$ cat src/rtl/burst_addr_pkg.sv
package burst_addr_pkg;
  localparam int BEAT_W = 2;
  localparam int BEATS  = 1 << BEAT_W;

  typedef enum logic {
    ORD_LINEAR     = 1'b0,
    ORD_INTERLEAVE = 1'b1
  } order_e;

  // Low address bits for a given beat of the burst.
  function automatic logic [BEAT_W-1:0] beat_low(
    input logic [BEAT_W-1:0] start,
    input logic [BEAT_W-1:0] beat,
    input order_e            ord
  );
    if (ord == ORD_INTERLEAVE) return start ^ beat;
    return start + beat;
  endfunction
endpackage

$ cat src/rtl/burst_strobe_dec.sv
module burst_strobe_dec (
  input  logic cpu_stb_n,
  input  logic ctl_stb_n,
  input  logic sel_n,
  input  logic sel_hi,
  input  logic sel_lo_n,
  output logic stb_any,
  output logic chip_hit,
  output logic load_ev,
  output logic drop_ev
);
  always_comb begin
    stb_any  = ~cpu_stb_n | ~ctl_stb_n;
    chip_hit = ~sel_n & sel_hi & ~sel_lo_n;
    load_ev  = stb_any & chip_hit;
    drop_ev  = stb_any & ~chip_hit;
  end
endmodule

$ cat src/rtl/burst_beat_ctr.sv
module burst_beat_ctr #(
  parameter int W = 2
) (
  input  logic         clk,
  input  logic         rst,
  input  logic         clr,
  input  logic         step,
  output logic [W-1:0] cnt
);
  always_ff @(posedge clk) begin
    if (rst || clr)  cnt <= '0;
    else if (step)   cnt <= cnt + 1'b1;
  end
endmodule

$ cat src/rtl/burst_addr_gen.sv
module burst_addr_gen
  import burst_addr_pkg::*;
#(
  parameter int ADDR_W = 18
) (
  input  logic              clk,
  input  logic              rst,
  input  logic              cpu_stb_n,
  input  logic              ctl_stb_n,
  input  logic              adv_n,
  input  logic              order_il,
  input  logic              sel_n,
  input  logic              sel_hi,
  input  logic              sel_lo_n,
  input  logic [ADDR_W-1:0] addr_in,
  output logic [ADDR_W-1:0] addr_out,
  output logic              valid
);
  localparam int UP_W = ADDR_W - BEAT_W;

  logic stb_any, chip_hit, load_ev, drop_ev, adv_ev;
  logic [UP_W-1:0]   base_up;
  logic [BEAT_W-1:0] base_lo;
  logic [BEAT_W-1:0] beat;
  order_e            ord_q;

  burst_strobe_dec u_dec (
    .cpu_stb_n (cpu_stb_n),
    .ctl_stb_n (ctl_stb_n),
    .sel_n     (sel_n),
    .sel_hi    (sel_hi),
    .sel_lo_n  (sel_lo_n),
    .stb_any   (stb_any),
    .chip_hit  (chip_hit),
    .load_ev   (load_ev),
    .drop_ev   (drop_ev)
  );

  assign adv_ev = valid & ~adv_n & ~stb_any;

  burst_beat_ctr #(.W(BEAT_W)) u_ctr (
    .clk  (clk),
    .rst  (rst),
    .clr  (load_ev),
    .step (adv_ev),
    .cnt  (beat)
  );

  always_ff @(posedge clk) begin
    if (rst) begin
      valid   <= 1'b0;
      base_up <= '0;
      base_lo <= '0;
      ord_q   <= ORD_LINEAR;
    end else if (load_ev) begin
      valid   <= 1'b1;
      base_up <= addr_in[ADDR_W-1:BEAT_W];
      base_lo <= addr_in[BEAT_W-1:0];
      ord_q   <= order_e'(order_il);
    end else if (drop_ev) begin
      valid   <= 1'b0;
    end
  end

  assign addr_out = {base_up, beat_low(base_lo, beat, ord_q)};
endmodule

$ cat config.mk
export PLATFORM = sky130hd
export DESIGN_NAME = burst_addr_gen
export DESIGN_NICKNAME = d
export VERILOG_FILES = /design/src/rtl/burst_addr_pkg.sv /design/src/rtl/burst_strobe_dec.sv /design/src/rtl/burst_beat_ctr.sv /design/src/rtl/burst_addr_gen.sv
export SDC_FILE = /design/constraint.sdc
export NUM_CORES = 1
export LEC_CHECK = 0
export CAP_MARGIN = 25
export CORE_MARGIN = 5
export CORE_UTILIZATION = 43
export CTS_CLUSTER_SIZE = 8
export DETAILED_ROUTE_END_ITERATION = 7
export DONT_BUFFER_PORTS = 1
export GPL_ROUTABILITY_DRIVEN = 0
export SETUP_SLACK_MARGIN = 0.3
export SYNTH_ARGS = -nofsm -noshare
export SYNTH_HDL_FRONTEND = slang
export SYNTH_SLANG_ARGS = --single-unit
export TNS_END_PERCENT = 100
$ cat constraint.sdc
create_clock -name clk -period 1.47 [get_ports clk]
set_clock_uncertainty 0.15 [all_clocks]
set_input_delay 0.147 -clock clk [delete_from_list [all_inputs] [get_ports clk]]
set_output_delay 0.147 -clock clk [all_outputs]
set_load 0.01 [all_outputs]
# After elaboration in Yosys (flattened, before gate mapping)
# Index checks and enable logic that the tools add are counted.
# totals
output_inout_bits	19
elab_cells	29
register_bits	22
# classes
add_sub_neg	2
reduce_logical	2
muxes	5
bitwise	15
# ops
op	count
NOT 1 bit	7
bitwise AND 1 bit	6
2-to-1 mux 2 bit	2
2-to-1 mux 1 bit	3
adder 2 x 1 -> 2 bit (second input constant)	1
adder 2 bit	1
nonzero test 2 bit	1
bitwise XOR 2 bit	1
logical OR 1 bit	1
bitwise OR 1 bit	1

# Longest topological paths before layout
# logic_depth
ltp_word	7
ltp_mapped	4
ltp_nobuf	3

# Cells and area by module
# A second synthesis with hierarchy kept.
# hier_totals
hier_cells	82
area_unflattened_um2	872.1
# modules_own_cells
mod	n_inst	area_per_inst_um2	seq_area_each_um2	cells_each
burst_addr_gen	1	754.5	400.4	71
burst_beat_ctr	1	83.8	40.0	7
burst_strobe_dec	1	33.8	0.0	4

# Worst setup path before layout
# No wires, ideal clock.
# synth_path
path_kind	input to register
start	input sel_hi
end	register base_lo[0]
path_slack_ns	0.283
stages	4
path_buffers	1
required_time_ns	1.248
setup_ns	0.072
t_arrival_ns	0.966
path_cell_list	clkinv_1 a2111oi_4 buf_6 mux2i_1
# synth_between
elab_chain_len	3
# synth_lines
element	line	text
from (decl)	burst_addr_gen.sv:13	input logic sel_hi,
bitwise AND 1 bit (2 in series)	burst_strobe_dec.sv:14	chip_hit = ~sel_n & sel_hi & ~sel_lo_n;
bitwise AND 1 bit	burst_strobe_dec.sv:15	load_ev = stb_any & chip_hit;
to (signal assigned)	burst_addr_gen.sv:58	base_lo <= addr_in[BEAT_W-1:0];
to (decl)	burst_addr_gen.sv:23	logic [BEAT_W-1:0] base_lo;
# No other way between the ends.
# A chain may end at the register's enable or synchronous reset.

# Worst setup path in the final report
# layout_path
start	register base_lo[0]
end	output addr_out[1]
# layout_between
elab_chain_len	2
# layout_lines
element	line	text
adder 2 bit	burst_addr_pkg.sv:17	return start + beat;
2-to-1 mux 2 bit	burst_addr_pkg.sv:17	
to (decl)	burst_addr_gen.sv:16	output logic [ADDR_W-1:0] addr_out,
# No other way between the ends.

==> results.sh <==
export IMPL_area_growth_pct=32.3
export IMPL_rsz0062_at_grt="yes"
export IMPL_grt_pass1_vias=777
export IMPL_ys_types=18
export IMPL_hpwlAfterDp_um=1350
export IMPL_setup_viol=0
export IMPL_clock_sinks=22
export IMPL_start_util_pct=46.0
export IMPL_stdcell_area_um2=1370
export IMPL_synth_edf_count=0
export IMPL_critPathKind="flop to primary output"
export IMPL_report_final_hold_viol_count=0
export IMPL_vias=744
export IMPL_ys_ff_latch=22
export IMPL_layout_setup_ws_ns=0.0719
export IMPL_p_leak_nw=0.491
export IMPL_numCtsBuffers=3
export IMPL_worst_slew_pin_slew_ns=0.270
export IMPL_fin_util_pct=60.9
export IMPL_fin_cells=152
export IMPL_grt_max_degree=42
export IMPL_dieArea_um2=3490
export IMPL_cp_end_kind="primary output"
export IMPL_clk_latency_ns=0.30
export IMPL_grt_ovfl_total=0
export IMPL_tritoncts="done"
export IMPL_dp_cells=124
export IMPL_finalWirelength_um=2110
export IMPL_worstHoldPathType="primary input to flop"
export IMPL_tns_ns=0
export IMPL_rows=17
export IMPL_die_w_um=59.1
export IMPL_p_total_mw=1.10
export IMPL_synthArstFlopShare_pct=0
export IMPL_fmax_ghz=0.715
export IMPL_yosys_warnings=0
export IMPL_syn_area_per_cell_um2=10.4
export IMPL_num_antenna_cells=0
export IMPL_synthCells=100
export IMPL_maxSlewViolCount=0
export IMPL_fp_dieH_um=59.1
export IMPL_preCtsSetupSlack_ns=0.235
export IMPL_crit_path_max_fanout=2
export IMPL_yosysSeqAreaShare_pct=42.5
export IMPL_drive_gt1_share_pct=14.5
export IMPL_netlist_area_um2=1040
export IMPL_clockBufferDepth=2
export IMPL_synth_main_ff_cell="dfxtp_1"
export IMPL_crit_required_ns=1.17
export IMPL_holdWs_ns=0.0632
export IMPL_period_needed_ns=1.40
export IMPL_initialDrtViolationCount=21
export IMPL_cts_clk_slew_worst_paths_ns=0.12
export IMPL_nNetsFinal=153
export IMPL_cap_violations=0
export IMPL_avgViaCountPerCell=4.89
export IMPL_antenna_left=0
export IMPL_run_status="complete, no violations"
export IMPL_grt_usage_pct=11.8
export IMPL_portBuffers=0
export IMPL_core_area_um2=2250
export IMPL_relSlewSlack_pct=82.0
export IMPL_ir_drop_v=0.000506
export IMPL_arrival_ns=1.10
export IMPL_wl_per_cell_um=13.9
export IMPL_placed_area_um2=1050
export IMPL_grt_first_pass_wirelength_um=3220
export IMPL_final_common_cell="nand2b_1"
export IMPL_period_share_pct=95.1
export IMPL_synthesis_nets=128
export IMPL_powerDensity_nw_per_um2=799
export IMPL_drc=0
export IMPL_htree_levels=1
export IMPL_cts_root_buf="clkbuf_4"
export IMPL_io_pins=46
export IMPL_worstSetupStartpointType="flop"
export IMPL_dr_pass1_iters=2
export IMPL_antenna_found_initial=0
export IMPL_final_cell_mix="38 x nand2b_1, 22 x dlygate4sd3_1, 20 x mux2i_1, 19 x dfxtp_1"
[logic make-up (layout without fill, tap and decap cells)]
logic type                 after synthesis  in the layout  synth area share, %
DFF                                     22             22                 42.5
and+or+nand+nor                         45             45                 26.9
buffers and inverters                    7             31                 3.98
adders and majority gates                1              1                 1.21
xor gates and xnor gates                 3              3                 2.53
muxes                                   20             20                 19.3
AOI/OAI and AO/OA                        2              2                 3.62
[cell type report]
class,count,area [um2]
tap,28,35.0
clock buffer,4,36.3
timing repair buffer,26,263
fill,199,882
inverter,1,3.75
multi-input combinational,71,591
sequential,22,444
[metal layers]
layer	share of wire, %	track usage, %
met1	39	11.9
met2	53	22.6
met3	7.5	3.27
met4	0.57	4.85
met5	0	0
[where the power goes]
group | internal [mW] | switching, mW
registers | 0.613 | 0.0191
logic | 0.0887 | 0.0467
clock network | 0.151 | 0.179
[final timing paths]
check	start	slack, ns	cells past startpoint	to
worst max-delay path	base_lo[0]	0.07	3	addr_out[1]
worst min-delay path	sel_lo_n	0.06	3	base_up[1]
worst max register to register	valid	0.32	3	u_ctr.cnt[1]
worst min register to register	base_lo[0]	0.36	2	base_lo[0]
[state kept, by name, indices dropped and copies added (netlist names)]
signal,count
valid,1
base_lo,2
ord_q,1
base_up,16
u_ctr.cnt,2
[worst max-delay path: stages (launching register included)]
cell,delay [ns]
dfxtp_2,0.36
ha_4,0.15
nor2b_4,0.12
xnor2_2,0.17
[synth_stat cells (2+ instances only)]
master	n	area [um2]
clkbuf_1	4	15.0
nand2b_1	38	238
xnor2_1	2	17.5
dfxtp_1	22	440
mux2i_1	20	200
buf_6	2	22.5
[repair_timing]
item,in CTS,in global routing
setup endpoints to repair,3,3
gates resized for setup,8,1
hold buffers,19,4
setup buffers,1,0
endpoints found under the hold margin,22,22
pin swaps,2,1
(Power assumes the default switching activity.)
